## src/rtl/beam_seq_pkg.sv

```systemverilog
package beam_seq_pkg;
  typedef enum logic [2:0] {
    ST_IDLE,
    ST_BURST,
    ST_SETTLE,
    ST_STROBE,
    ST_WAIT,
    ST_CLASSIFY
  } seq_state_t;
endpackage

```

## src/rtl/beam_presence_sync.sv

```systemverilog
module beam_presence_sync #(
  parameter int STAGES = 2
) (
  input  logic clk,
  input  logic rst_n,
  input  logic async_in,
  output logic sync_out
);
  logic [STAGES-1:0] chain;

  always_ff @(posedge clk or negedge rst_n) begin
    if (!rst_n) chain <= '0;
    else        chain <= {chain[STAGES-2:0], async_in};
  end

  assign sync_out = chain[STAGES-1];
endmodule

```

## src/rtl/beam_carrier.sv

```systemverilog
module beam_carrier #(
  parameter int HALF_CYC = 658
) (
  input  logic clk,
  input  logic rst_n,
  input  logic run,
  output logic lit
);
  localparam int HW = (HALF_CYC > 1) ? $clog2(HALF_CYC) : 1;
  localparam logic [HW-1:0] HALF_LAST = HW'(HALF_CYC - 1);

  logic [HW-1:0] half_cnt;
  logic          phase_hi;

  always_ff @(posedge clk or negedge rst_n) begin
    if (!rst_n) begin
      half_cnt <= '0;
      phase_hi <= 1'b1;
    end else if (!run) begin
      half_cnt <= '0;
      phase_hi <= 1'b1;
    end else if (half_cnt == HALF_LAST) begin
      half_cnt <= '0;
      phase_hi <= ~phase_hi;
    end else begin
      half_cnt <= half_cnt + 1'b1;
    end
  end

  assign lit = run & phase_hi;

  // every burst opens with the high half of the carrier
  a_r1_burst_starts_high: assert property (@(posedge clk) disable iff (!rst_n)
    $rose(run) |-> lit);
endmodule

```

## src/rtl/beam_seq_ctrl.sv

```systemverilog
module beam_seq_ctrl
  import beam_seq_pkg::*;
#(
  parameter int HALF_CYC      = 658,
  parameter int BURST_PERIODS = 38,
  parameter int SETTLE_CYC    = 16,
  parameter int FRAME_CYC     = 1000000
) (
  input  logic clk,
  input  logic rst_n,
  input  logic pres_s,
  input  logic lit,
  output logic run,
  output logic sample,
  output logic strobe,
  output logic classify
);
  localparam int BURST_CYC = 2 * HALF_CYC * BURST_PERIODS;
  localparam int SAMPLE_AT = BURST_CYC - HALF_CYC - 1;
  localparam int BW = $clog2(BURST_CYC);
  localparam int SW = (SETTLE_CYC > 1) ? $clog2(SETTLE_CYC) : 1;
  localparam int FW = $clog2(FRAME_CYC);
  localparam logic [BW-1:0] B_LAST   = BW'(BURST_CYC - 1);
  localparam logic [BW-1:0] B_SAMPLE = BW'(SAMPLE_AT);
  localparam logic [SW-1:0] S_LAST   = SW'(SETTLE_CYC - 1);
  localparam logic [FW-1:0] F_LAST   = FW'(FRAME_CYC - 1);

  seq_state_t    state;
  logic [BW-1:0] burst_cnt;
  logic [SW-1:0] settle_cnt;
  logic [FW-1:0] frame_cnt;

  always_ff @(posedge clk or negedge rst_n) begin
    if (!rst_n) begin
      state      <= ST_IDLE;
      burst_cnt  <= '0;
      settle_cnt <= '0;
      frame_cnt  <= '0;
    end else begin
      if (state != ST_IDLE) frame_cnt <= frame_cnt + 1'b1;
      case (state)
        ST_IDLE: begin
          frame_cnt <= '0;
          burst_cnt <= '0;
          if (pres_s) state <= ST_BURST;
        end
        ST_BURST: begin
          burst_cnt <= burst_cnt + 1'b1;
          if (burst_cnt == B_LAST) begin
            settle_cnt <= '0;
            state      <= ST_SETTLE;
          end
        end
        ST_SETTLE: begin
          settle_cnt <= settle_cnt + 1'b1;
          if (settle_cnt == S_LAST) state <= ST_STROBE;
        end
        ST_STROBE: state <= ST_WAIT;
        ST_WAIT: begin
          if (!pres_s) begin
            state <= ST_CLASSIFY;
          end else if (frame_cnt == F_LAST) begin
            state     <= ST_BURST;
            burst_cnt <= '0;
            frame_cnt <= '0;
          end
        end
        ST_CLASSIFY: state <= ST_IDLE;
        default:     state <= ST_IDLE;
      endcase
    end
  end

  assign run      = (state == ST_BURST);
  assign sample   = run && (burst_cnt == B_SAMPLE);
  assign strobe   = (state == ST_STROBE);
  assign classify = (state == ST_CLASSIFY);

  // the receiver sample lands while the carrier is in its high half
  a_r4_sample_while_lit: assert property (@(posedge clk) disable iff (!rst_n)
    sample |-> lit);
  // a burst only starts after the synchronised presence was seen high
  a_r3_start_needs_presence: assert property (@(posedge clk) disable iff (!rst_n)
    $rose(run) |-> $past(pres_s));
  // classify lasts a single clock
  a_r6_classify_single: assert property (@(posedge clk) disable iff (!rst_n)
    classify |=> !classify);
  // classify follows a low synchronised presence
  a_r6_classify_after_low: assert property (@(posedge clk) disable iff (!rst_n)
    classify |-> !$past(pres_s));
endmodule

```

## src/rtl/beam_sequencer.sv

```systemverilog
module beam_sequencer #(
  parameter int N_BEAMS       = 10,
  parameter int HALF_CYC      = 658,
  parameter int BURST_PERIODS = 38,
  parameter int SETTLE_CYC    = 16,
  parameter int FRAME_CYC     = 1000000
) (
  input  logic               clk,
  input  logic               rst_n,
  input  logic               presence_in,
  input  logic [N_BEAMS-1:0] rx_in,
  output logic [N_BEAMS-1:0] emit_out,
  output logic [N_BEAMS-1:0] column_out,
  output logic               en_height,
  output logic               en_length,
  output logic               en_axle,
  output logic               classify
);
  logic pres_s, lit, run, sample, strobe;

  beam_presence_sync #(.STAGES(2)) u_sync (
    .clk(clk), .rst_n(rst_n), .async_in(presence_in), .sync_out(pres_s)
  );

  beam_carrier #(.HALF_CYC(HALF_CYC)) u_carrier (
    .clk(clk), .rst_n(rst_n), .run(run), .lit(lit)
  );

  beam_seq_ctrl #(
    .HALF_CYC(HALF_CYC), .BURST_PERIODS(BURST_PERIODS),
    .SETTLE_CYC(SETTLE_CYC), .FRAME_CYC(FRAME_CYC)
  ) u_ctrl (
    .clk(clk), .rst_n(rst_n), .pres_s(pres_s), .lit(lit),
    .run(run), .sample(sample), .strobe(strobe), .classify(classify)
  );

  for (genvar i = 0; i < N_BEAMS; i++) begin : g_emit
    assign emit_out[i] = lit;
  end

  always_ff @(posedge clk or negedge rst_n) begin
    if (!rst_n)      column_out <= '0;
    else if (sample) column_out <= rx_in;
  end

  assign en_height = strobe;
  assign en_length = strobe;
  assign en_axle   = strobe;

  // the strobe sees dark emitters and a column that is not moving
  a_r5_strobe_quiet: assert property (@(posedge clk) disable iff (!rst_n)
    en_height |-> (emit_out == '0) && $stable(column_out));
  // column only changes while a burst is running
  a_r4_column_in_burst: assert property (@(posedge clk) disable iff (!rst_n)
    !$stable(column_out) |-> $past(run));
endmodule

```

## config.mk

```make
export PLATFORM = sky130hd
export DESIGN_NAME = beam_sequencer
export DESIGN_NICKNAME = d
export VERILOG_FILES = /design/src/rtl/beam_seq_pkg.sv /design/src/rtl/beam_presence_sync.sv /design/src/rtl/beam_carrier.sv /design/src/rtl/beam_seq_ctrl.sv /design/src/rtl/beam_sequencer.sv
export SDC_FILE = /design/constraint.sdc
export NUM_CORES = 1
export LEC_CHECK = 0
export BUFFER_PORTS_ARGS = -buffer_cell sky130_fd_sc_hd__clkbuf_2
export CAP_MARGIN = 20
export CELL_PAD_IN_SITES_DETAIL_PLACEMENT = 0
export CELL_PAD_IN_SITES_GLOBAL_PLACEMENT = 2
export CORE_MARGIN = 3
export CORE_UTILIZATION = 34
export CTS_CLUSTER_DIAMETER = 120
export DETAILED_ROUTE_END_ITERATION = 6
export PLACE_DENSITY_LB_ADDON = 0.2
export SLEW_MARGIN = 10
export SYNTH_ARGS = -nofsm -noshare
export SYNTH_HDL_FRONTEND = slang
export SYNTH_SLANG_ARGS = --single-unit
export TNS_END_PERCENT = 30
```

## constraint.sdc

```tcl
create_clock -name clk -period 2.2 [get_ports clk]
set_input_delay 0.44 -clock clk [delete_from_list [all_inputs] [get_ports clk]]
set_output_delay 0.44 -clock clk [all_outputs]
set_load 0.1 [all_outputs]
```

Yosys cells after proc, flatten, opt, wreduce, memory -nomap -nowiden
Cells that the tools add are included.

cells by class
  bitwise gates (word level) = 2
  multiplexer cells = 19
  $add $sub $neg = 4
  equality and inequality tests = 17
  reduce and logical (&&, ||, !) cells = 8

operator list
  cell                                                              count
  20-bit two-way mux                                                3
  16-bit one-hot mux with 3 select lines                            1
  20-bit one-hot mux with 2 select lines                            1
  16-bit == test (second input constant)                            2
  16-bit two-way mux                                                2
  20-bit by 1-bit adder with 20-bit output (second input constant)  1
  20-bit == test (second input constant)                            1
  10-bit two-way mux                                                2
  16-bit by 1-bit adder with 16-bit output (second input constant)  1
  3-bit two-way mux                                                 5
  3-bit one-hot mux with 5 select lines                             1
  10-bit by 1-bit adder with 10-bit output (second input constant)  1
  10-bit == test (second input constant)                            1
  4-bit one-hot mux with 2 select lines                             1
  3-bit by 2-bit == test with 1-bit output (second input constant)  2
  3-bit == test (second input constant)                             2
  2-bit by 1-bit != test with 1-bit output (second input constant)  3
  2-bit != test (second input constant)                             3
  3-bit nonzero test                                                2
  4-bit by 1-bit adder with 4-bit output (second input constant)    1
  4-bit == test (second input constant)                             1
  4-bit two-way mux                                                 1
  4-bit AND reduction                                               1
  3-bit by 1-bit == test with 1-bit output (second input constant)  1
  other kinds (9)                                                   10

word-level totals
  output and inout port bits = 24
  register bits after elaboration = 66
  bits of input ports = 13
  word-level logic and storage cells = 58

Longest topological paths before layout
Gate-level depths: netlist (run 1).

  depth in word-level cells = 5
  mapped depth = 7
  mapped depth without buffers = 6

By module
From an unflattened synthesis (run 1), not the netlist that was laid out.

unflattened totals
  cell total of the unflattened synthesis = 340
  area total of the unflattened synthesis = 3413.3 sq um

modules (own cells, without submodules)
  module              times used  sequential area each (sq um)  cells an instance  area an instance (sq um)
  beam_seq_ctrl       1           1076.0                        252                2311.0
  beam_carrier        1           276.5                         53                 550.5
  beam_sequencer      1           250.2                         33                 501.7
  beam_presence_sync  1           50.0                          2                  50.0

Worst setup path after synthesis (run 1)
OpenSTA, ideal clock, no wires.

  path type = reg-to-output
  start point = reg u_ctrl.state[0]
  end point = out classify
  path buffers = 1
  path slack = -1051 ps
  stages on the path, launching flop included = 3
  arrival time = 2811 ps
  required time = 1760 ps
  path through = dfrtp_1 > clkbuf_1 > nor3b_1

on the way
  longest elaborated chain between the ends = 1

ends and longest elaborated chain
  item                      line                  text
  start: declaration        beam_seq_ctrl.sv:28   seq_state_t state;
  start signal: assignment  beam_seq_ctrl.sv:35   state <= ST_IDLE;
  start signal: assignment  beam_seq_ctrl.sv:45   if (pres_s) state <= ST_BURST;
  start signal: assignment  beam_seq_ctrl.sv:51   state <= ST_SETTLE;
  3-bit == test             beam_seq_ctrl.sv:77   assign classify = (state == ST_CLASSIFY);
  end: declaration          beam_sequencer.sv:17  output logic classify

No other way between the ends.

Worst setup path in the final report (run 1)
  start point = reg u_ctrl.frame_cnt[13]
  end point = reg u_ctrl.burst_cnt[13]

on the way
  longest elaborated chain between the ends = 3

ends and longest elaborated chain
  item                                                       line                 text
  start: declaration                                         beam_seq_ctrl.sv:31  logic [FW-1:0] frame_cnt;
  start signal: assignment                                   beam_seq_ctrl.sv:40  if (state != ST_IDLE) frame_cnt <= frame_cnt + 1'b1;
  20-bit == test                                             beam_seq_ctrl.sv:62  end else if (frame_cnt == F_LAST) begin
  2-bit by 1-bit != test with 1-bit output (no source line)  n/a
  3-bit AND reduction (no source line)                       n/a
  end signal: assignment                                     beam_seq_ctrl.sv:48  burst_cnt <= burst_cnt + 1'b1;
  end: declaration                                           beam_seq_ctrl.sv:29  logic [BW-1:0] burst_cnt;

No other way between the ends.
A chain may end at the register's enable or synchronous reset.

==> impl_metrics.toml, run 1 <==
[global_route]
grt_overflow = 0
grt_pass1_wl_um = 12440
track_usage = 0.1381
antenna_found_initial = 0
grt_pass1_vias = 2465
grt_max_degree = 31

[setup_path]
arrival_ns = 2.52
slowest_stage = "or4bb_1"
endpoint_kind = "flip-flop"
cp_num_buf_inv = 1
crit_type = "flip-flop to flip-flop"
critPathMaxFanout = 13
start_kind = "flip-flop"
r2r_start = "u_ctrl.frame_cnt[13]"
reg2reg_depth = 6
critPathTopFamily = "simple AND/OR/NAND/NOR gates"
rrSetupSlack_ns = -0.06
required_ns = 2.47
path_cells = "or4bb_1, nor4_4, a31oi_4, buf_12, or4_1, a21oi_2"
slowest_delay_ns = 0.55
worstReg2RegEnd = "u_ctrl.burst_cnt[13]"

[synth]
synth_edf_count = 0
synth-seq-cells = 66
synth_flop_cell = "dfrtp_1"
syn_inst = 325
synth_cell_type_count = 44
synthArstFlopShare = 1.000
synth_top_cells_by_area = "dfrtp_1 (48%), xor2_1 (4.7%), mux2_4 (4.5%)"
syn_avg_cell_area_um2 = 10.34
ys_seq_area_frac = 0.4918
synth_top_area_frac = 0.4840
synth_top_area_cell = "dfrtp_1"
yosysWarnings = 0
syn_area_mm2 = 0.003361
synth_nets = 344

[timing]
fmax_mhz = 442.7
slew_headroom = 0.5372
finalCritPeriodShare = 1.027
tns_ns = -0.2257
hold_violations = 0
holdWs_ns = 0.07957
worst-slew-pin-transition_ns = 0.6884
finalWorstSetupSlack_ns = -0.05896
skew_ns = 0.006735
rsz0062_at_grt = "yes"
final-max-slew-violation-count = 0
setup_viol = 5
finalCriticalPeriod_ns = 2.259

[cts]
ctsHoldBuffers = 0
cts_sinks = 66
clockBufferDepth = 2
cts_tree = "built"
clk_pin_slew_ns = 0.07
cts_buffers = 9
cts.htree.levels = 3
root_buffer = "clkbuf_8"
clk_latency_ns = 0.34

[outcome]
status = "finished, violations left"
violations = "negative setup slack"

[die]
core_mm2 = 0.009415
chipHeight_um = 105.4
initial_core_util = 0.3569
die_w_um = 105.4
die_area_mm2 = 0.01111
ios = 37
fp-row-count = 35

[power_and_ir_drop]
power_leakage_nw = 1.960
combinationalPowerShare = 0.154
vdd_drop_max_mv = 0.3664
clockPowerShare = 0.371
switching_share = 0.2793
p_sw_w = 0.0009294
power.density_mw_per_mm2 = 769.1
pwr-share-seq = 0.475
p_int_w = 0.002398

[layout]
final_cell_mix = "dfrtp_1 (63), nor2_1 (34), clkbuf_2 (25)"
num_antenna_cells = 0
nets = 400
drive_above_1_share = 0.2953
final_common_cell = "dfrtp_1"
area_delta_synth_final_pct = 28.74

[routing]
avgRoutedWirePerCell_um = 14.35
via_per_inst = 4.883
drt_iter0_drc = 115
drc = 0
antenna_left = 0
wl_um = 7391
vias = 2515
first_pass_iters = 4

[job]
maxCapViolations = 0

[placed_design]
place.gp.congestion = 0.7346
io_buffer_count = 36
place_hpwl_um = 4953

[min_path]
hold_path_class = "input pin to asynchronous set/reset pin"
## through the flow
stage / worst slack (ns) / total power (W) / std cells / instance area [um2] / utilization
final: -0.05896 / 0.003328 / 515 / 4327 / 0.4595
after global routing: -0.1218 / 0.003555 / 515 / 4327 / 0.4595
after CTS: -0.01907 / 0.003384 / 510 / 4207 / 0.4468
after detailed placement: -0.006997 / 0.002120 / 494 / 3966 / 0.4213
after global placement: 0.05269 / 0.002109 / 494 / 3966 / 0.4213
after floorplan: -0.05820 / 0.001940 / 325 / 3367 / -
## cells in the mapped netlist, types with 2 or more instances
cell      count
a21oi_1      14
ha_1          6
or3_1        11
nor2_1       36
or2_2         4
buf_4        12
nand2_1      23
nand4b_1      2
o22ai_1       3
dfrtp_1      65
o21ai_0      10
nor2b_1       2
xnor2_1      10
nor3_1        7
and3_1        8
o31ai_1       5
mux2_4       10
inv_1        10
and2_1        4
and4_1        4
xor2_1       18
nor4_4        2
nor3b_1       4
nand3_1      19
nand4_1       6
o21ai_1       4
clkbuf_1      5
or4_1         5
## registers in the layout (all words and copies together), names as in the netlist
| register | count |
|---|---|
| u_ctrl.frame_cnt | 20 |
| u_ctrl.burst_cnt | 16 |
| column_out | 10 |
| u_carrier.half_cnt | 10 |
| u_ctrl.settle_cnt | 4 |
| u_ctrl.state | 3 |
| u_sync.chain | 2 |
| u_carrier.phase_hi | 1 |
## layer usage
metal	track usage	vias to the layer above	share of wire
met5	0	-	0
met1	0.1979	1233	0.50
met3	0.02633	9	0.025
li1	-	1246	-
met4	0.05342	0	0.014
met2	0.2054	27	0.46
## worst reg2reg max path: stages, from the launching register on
cell	delay (ns)
dfrtp_1	0.38
or4bb_1	0.55
nor4_4	0.31
a31oi_4	0.15
buf_12	0.17
or4_1	0.49
a21oi_2	0.14
## worst max-delay path by stage
| stage | cells past startpoint | endpoint | from | slack (ns) |
|---|---|---|---|---|
| floorplan | 2 | classify | u_ctrl.state[0] | -0.06 |
| global placement | 6 | u_ctrl.burst_cnt[14] | u_ctrl.frame_cnt[8] | 0.05 |
| detailed placement | 6 | u_ctrl.burst_cnt[13] | u_ctrl.frame_cnt[8] | -0.007 |
| CTS | 6 | u_ctrl.burst_cnt[13] | u_ctrl.frame_cnt[12] | -0.02 |
| global route | 6 | u_ctrl.burst_cnt[13] | u_ctrl.frame_cnt[13] | -0.12 |
| finish | 6 | u_ctrl.burst_cnt[13] | u_ctrl.frame_cnt[13] | -0.06 |
## power by group through the flow
stage	Clock, W	Sequential (W)	Combinational [W]
floorplan	0	0.00157	0.000375
global placement	0	0.00160	0.000507
detailed placement	0	0.00160	0.000518
CTS	0.00128	0.00158	0.000523
global route	0.00133	0.00162	0.000604
finish	0.00123	0.00158	0.000513
## cell families (layout without fill, tap and decap cells)
group,Yosys count,after routing,share of synthesized area
adder cells (fa/ha/maj),6,6,0.02234
multiplexers,11,11,0.04765
XOR/XNOR,28,28,0.07297
AND/OR/NAND/NOR,145,145,0.2439
flip-flops,66,66,0.4918
buffers and inverters,28,89,0.04691
AO/OA/AOI/OAI,41,41,0.07447
## timing repair
item | 4_1_cts | 5_1_grt
pin swaps | 1 | 5
buffers inserted | 0 | 3
gates resized for setup | 0 | 13
cloned | 0 | 2
setup endpoints to repair | 5 | 28
## area by class of cell
class	instances	area [um2]
fill	906	5089
sequential	66	1655
multi-input combinational	231	1602
timing repair buffer	63	630.6
tap	129	161.4
clock buffer	9	123.9
clock inverter	7	116.4
inverter	10	37.54
(Power assumes the default switching activity.)
==> inputs of run 2 (changes only) <==
--- a/config.mk
+++ b/config.mk
@@ -10,7 +10,7 @@
 export CELL_PAD_IN_SITES_DETAIL_PLACEMENT = 0
 export CELL_PAD_IN_SITES_GLOBAL_PLACEMENT = 2
 export CORE_MARGIN = 3
-export CORE_UTILIZATION = 34
+export CORE_UTILIZATION = 35
 export CTS_CLUSTER_DIAMETER = 120
 export DETAILED_ROUTE_END_ITERATION = 6
 export PLACE_DENSITY_LB_ADDON = 0.2
==> constraint.sdc (replaced) <==
create_clock -name clk -period 2.1 [get_ports clk]
set_input_delay 0.42 -clock clk [delete_from_list [all_inputs] [get_ports clk]]
set_output_delay 0.42 -clock clk [all_outputs]
set_load 0.1 [all_outputs]
==> impl_metrics.toml, run 2 (synthesis results as in run 1) <==
[layout]
area_delta_synth_final_pct = 34.36
multi_input_area_mm2 = 0.001694
regMostFlops = "u_ctrl.frame_cnt"
nets = 414
drive_above_1_share = 0.3425
final_common_cell = "dfrtp_1"
final_cell_mix = "dfrtp_1 (65), nor2_1 (35), buf_4 (31)"
top_regs = "u_ctrl.frame_cnt: 20 flops, u_ctrl.burst_cnt: 16 flops"
num_antenna_cells = 0
finish.instance_area_mm2 = 0.004516
seq_area_mm2 = 0.001653
n_fill_cell = 902
utilization = 0.4864
largest_reg_flops = 20

[placed_design]
dpl_cell_area_mm2 = 0.004051
io_buffer_count = 36
place.gp.congestion = 0.7481
place_hpwl_um = 4834

[outcome]
violations = "negative setup slack"
status = "finished, violations left"

[cts]
cts.htree.levels = 3
cts_sinks = 66
cts_tree = "built"
cts_buffers = 9
clk_pin_slew_ns = 0.07
clk_latency_ns = 0.34
clockBufferDepth = 2
root_buffer = "clkbuf_8"
ctsHoldBuffers = 0

[setup_path]
endpoint = "u_ctrl.burst_cnt[14]"
endpoint_kind = "flip-flop"
path_cells = "or4b_4, nor4_4, buf_6, a31oi_4, or4_4, a21oi_2"
start_kind = "flip-flop"
rrSetupSlack_ns = -0.08
r2r_start = "u_ctrl.frame_cnt[8]"
crit_type = "flip-flop to flip-flop"
worstReg2RegEnd = "u_ctrl.burst_cnt[14]"
required_ns = 2.37
arrival_ns = 2.45
slowest_stage = "or4b_4"
critPathMaxFanout = 5
slowest_delay_ns = 0.54
startpoint = "u_ctrl.frame_cnt[8]"
reg2reg_depth = 6

[timing]
final-max-slew-violation-count = 0
worst-slew-pin-transition_ns = 0.7398
finalWorstSetupSlack_ns = -0.08067
finalCritPeriodShare = 1.038
slew_headroom = 0.5027
holdWs_ns = 0.08045
rsz0062_at_grt = "yes"
fmax_mhz = 458.6
setup_viol = 25
finalCriticalPeriod_ns = 2.181
skew_ns = 0.009103
hold_violations = 0

[job]
maxCapViolations = 0

[routing]
via_per_inst = 4.802
met2_length_um = 3310
drt_iter0_drc = 102
drc = 0
drt-met1-wl_um = 3903
topRoutingLayerUsed = "met4"
first_pass_iters = 4
avgRoutedWirePerCell_um = 14.26
vias = 2540
dr_wl_met3_um = 238
antenna_left = 0
wl_um = 7544

[die]
die_area_mm2 = 0.01081
die_w_um = 104.0
core_mm2 = 0.009284
ios = 37
fp-row-count = 35
initial_core_util = 0.3620
chipHeight_um = 104.0

[min_path]
hold_path_class = "input pin to asynchronous set/reset pin"

[power_and_ir_drop]
power_leakage_nw = 2.066
vdd_drop_max_mv = 0.4594
power.density_mw_per_mm2 = 761.5

[global_route]
grt_pass1_wl_um = 12710
track_usage = 0.1434
grt_max_degree = 67
antenna_found_initial = 0
grt_overflow = 0
grt_pass1_vias = 2616
run 2: cell types whose count changed in the layout (fill, tap and decap cells not counted), sizes merged:
cell and delta:
a31oi +1, buf +16, bufinv -1, clkinv -2, clkinvlp +1, inv -1
run 2: worst min-delay path by stage:
stage,to,cells after the start,start
3_5_place_dp,u_sync.chain[1],0,u_sync.chain[0]
4_1_cts,u_ctrl.frame_cnt[4],2,rst_n
2_1_floorplan,column_out[0],0,rst_n
3_3_place_gp,u_sync.chain[1],0,u_sync.chain[0]
5_1_grt,u_ctrl.burst_cnt[8],2,rst_n
6_report,u_ctrl.frame_cnt[15],2,rst_n
run 2: per-stage QoR:
step | TNS [ns] | setup WS, ns | instances | total power [W]
after floorplan | -0.1382 | -0.1382 | 325 | 0.002033
after global placement | -0.6198 | -0.09704 | 506 | 0.002235
after detailed placement | -1.867 | -0.2036 | 506 | 0.002244
after CTS | -0.6641 | -0.1001 | 525 | 0.003466
after global routing | -3.437 | -0.1497 | 529 | 0.003675
final | -0.8968 | -0.08067 | 529 | 0.003439
run 2: final cells by class:
type,instances,area share
tap,129,0.03574
clock inverter,4,0.01663
inverter,10,0.008313
multi-input combinational,232,0.3752
timing repair buffer,76,0.1660
clock buffer,12,0.03214
sequential,66,0.3660
run 2: what timing repair did:
action,4_1_cts,5_1_grt
setup endpoints to repair,26,45
buffers inserted,2,1
cloned,1,3
pin swaps,14,12
gates resized for setup,9,24
run 2: worst max-delay path: cells and delay by family, from the launching register on:
| family | cells | cell delay (ns) |
|---|---|---|
| buffers and inverters | 1 | 0.16 |
| AO/OA/AOI/OAI | 2 | 0.27 |
| flip-flops | 1 | 0.38 |
| AND/OR/NAND/NOR | 3 | 1.30 |
run 2: per-layer routing:
layer | global-route usage | vias up
met5 | 0 | -
met4 | 0.03704 | 0
met3 | 0.04469 | 9
met2 | 0.2177 | 34
met1 | 0.1991 | 1225
li1 | - | 1272
run 2: report_power, final:
| group | internal, W | switching (W) |
|---|---|---|
| combinational | 0.000293 | 0.000294 |
| clock | 0.000702 | 0.000495 |
| sequential | 0.00146 | 0.000194 |
==> inputs of run 3 (changes only) <==
--- a/config.mk
+++ b/config.mk
@@ -7,8 +7,9 @@
 export LEC_CHECK = 0
 export BUFFER_PORTS_ARGS = -buffer_cell sky130_fd_sc_hd__clkbuf_2
 export CAP_MARGIN = 20
-export CELL_PAD_IN_SITES_DETAIL_PLACEMENT = 0
+export CELL_PAD_IN_SITES_DETAIL_PLACEMENT = 1
 export CELL_PAD_IN_SITES_GLOBAL_PLACEMENT = 2
+export CORE_ASPECT_RATIO = 1.75
 export CORE_MARGIN = 3
 export CORE_UTILIZATION = 35
 export CTS_CLUSTER_DIAMETER = 120
==> impl_metrics.toml, run 3 (synthesis results as in run 1) <==
[outcome]
status = "finished, violations left"
violations = "negative setup slack"

[timing]
rsz0062_at_grt = "yes"
skew_ns = 0.006935
final-max-slew-violation-count = 0
slew_headroom = 0.4741
fmax_mhz = 451.2
hold_violations = 0
tns_ns = -0.7991
finalWorstSetupSlack_ns = -0.1162
worst-slew-pin-transition_ns = 0.7823
finalCriticalPeriod_ns = 2.216
setup_viol = 10
finalCritPeriodShare = 1.055

[layout]
final_common_cell = "dfrtp_1"
nets = 415
seq_area_mm2 = 0.001655
top_regs = "u_ctrl.frame_cnt: 20 flops, u_ctrl.burst_cnt: 16 flops"
largest_reg_flops = 20
num_antenna_cells = 0
area_delta_synth_final_pct = 35.70
drive_above_1_share = 0.3267
n_fill_cell = 1031
final_cell_mix = "dfrtp_1 (63), buf_4 (37), nor2_1 (35)"
regMostFlops = "u_ctrl.frame_cnt"
multi_input_area_mm2 = 0.001609

[cts]
cts_buffers = 9
root_buffer = "clkbuf_16"
clockBufferDepth = 2
cts.htree.levels = 3
ctsHoldBuffers = 0
cts_tree = "built"
clk_latency_ns = 0.34
cts_sinks = 66
clk_pin_slew_ns = 0.06

[placed_design]
place.gp.congestion = 0.7801
post-place-ws_ns = -0.1554
place_hpwl_um = 6452
io_buffer_count = 36

[routing]
antenna_left = 0
avgRoutedWirePerCell_um = 17.49
drt_iter0_drc = 96
vias = 2694
first_pass_iters = 4
wl_um = 9110
via_per_inst = 5.171
drc = 0

[die]
chipHeight_um = 135.6
fp-row-count = 46
die_w_um = 80.08
initial_core_util = 0.3649
die_area_mm2 = 0.01086
ios = 37
core_mm2 = 0.009209

[power_and_ir_drop]
power_leakage_nw = 2.094
totalPowerFinal_w = 0.004052
power.density_mw_per_mm2 = 888.5
vdd_drop_max_mv = 0.4906

[setup_path]
critPathTopFamily = "simple AND/OR/NAND/NOR gates"
reg2reg_depth = 6
r2r_start = "u_ctrl.frame_cnt[8]"
start_kind = "flip-flop"
worstReg2RegEnd = "u_ctrl.burst_cnt[11]"
slowest_delay_ns = 0.55
arrival_ns = 2.48
endpoint_kind = "flip-flop"
rrSetupSlack_ns = -0.12
critPathMaxFanout = 15
required_ns = 2.37
crit_type = "flip-flop to flip-flop"
path_cells = "or4b_4, nor4_4, a31oi_2, buf_12, or4_1, a21oi_2"
slowest_stage = "or4b_4"
cp_num_buf_inv = 1

[global_route]
antenna_found_initial = 0
grt_pass1_vias = 3023
grt_pass1_wl_um = 14940
grt_overflow = 0
track_usage = 0.1796
grt_max_degree = 29

[job]
maxCapViolations = 0

[min_path]
hold_path_class = "input pin to asynchronous set/reset pin"
[run 3: area by class of cell]
class / instances / area share
Clock buffer: 10 / 0.05240
Clock inverter: 6 / 0.02497
Inverter: 10 / 0.008230
Multi-Input combinational cell: 231 / 0.3528
Sequential cell: 66 / 0.3630
Tap cell: 120 / 0.03292
Timing Repair Buffer: 78 / 0.1657
[run 3: routing by layer]
layer  up-vias  GRT usage  share of wire
met4         0    0.09680          0.025
met2        21     0.3404           0.59
li1       1273          -              -
met5         -          0              0
met1      1384     0.1836           0.37
met3        16    0.02397          0.013
[run 3: report_power, final]
| group | internal (W) | switching [W] |
|---|---|---|
| Sequential | 0.00146 | 0.000211 |
| Clock | 0.00119 | 0.000582 |
| Combinational | 0.000295 | 0.000309 |
| Total | 0.00295 | 0.00110 |
[run 3: worst max path at each step]
stage                     depth (start not counted)                    to  slack [ns]                  from
after global routing                              6  u_ctrl.burst_cnt[14]       -0.24   u_ctrl.frame_cnt[8]
final                                             6  u_ctrl.burst_cnt[11]       -0.12   u_ctrl.frame_cnt[8]
after floorplan                                   2              classify       -0.14       u_ctrl.state[0]
after CTS                                         6  u_ctrl.burst_cnt[11]       -0.14  u_ctrl.frame_cnt[13]
after detailed placement                          6  u_ctrl.burst_cnt[10]       -0.16   u_ctrl.frame_cnt[8]
after global placement                            6  u_ctrl.burst_cnt[10]       -0.09   u_ctrl.frame_cnt[8]
[run 3: what timing repair did]
action | 4_1_cts | 5_1_grt
setup buffers | 3 | 2
endpoints found under the setup margin | 23 | 53
resized for setup | 5 | 15
pin swaps | 5 | 6
gates cloned | 0 | 1
[run 3: metrics by stage]
step                        util  area [um2]  hold slack [ns]  instances
after floorplan                -        3367           0.1244        325
after global placement    0.4428        4078           0.3467        499
after detailed placement  0.4428        4078           0.3492        499
after CTS                 0.4848        4464          0.08262        518
after global routing      0.4952        4561           0.1037        521
final                     0.4952        4561          0.06445        521
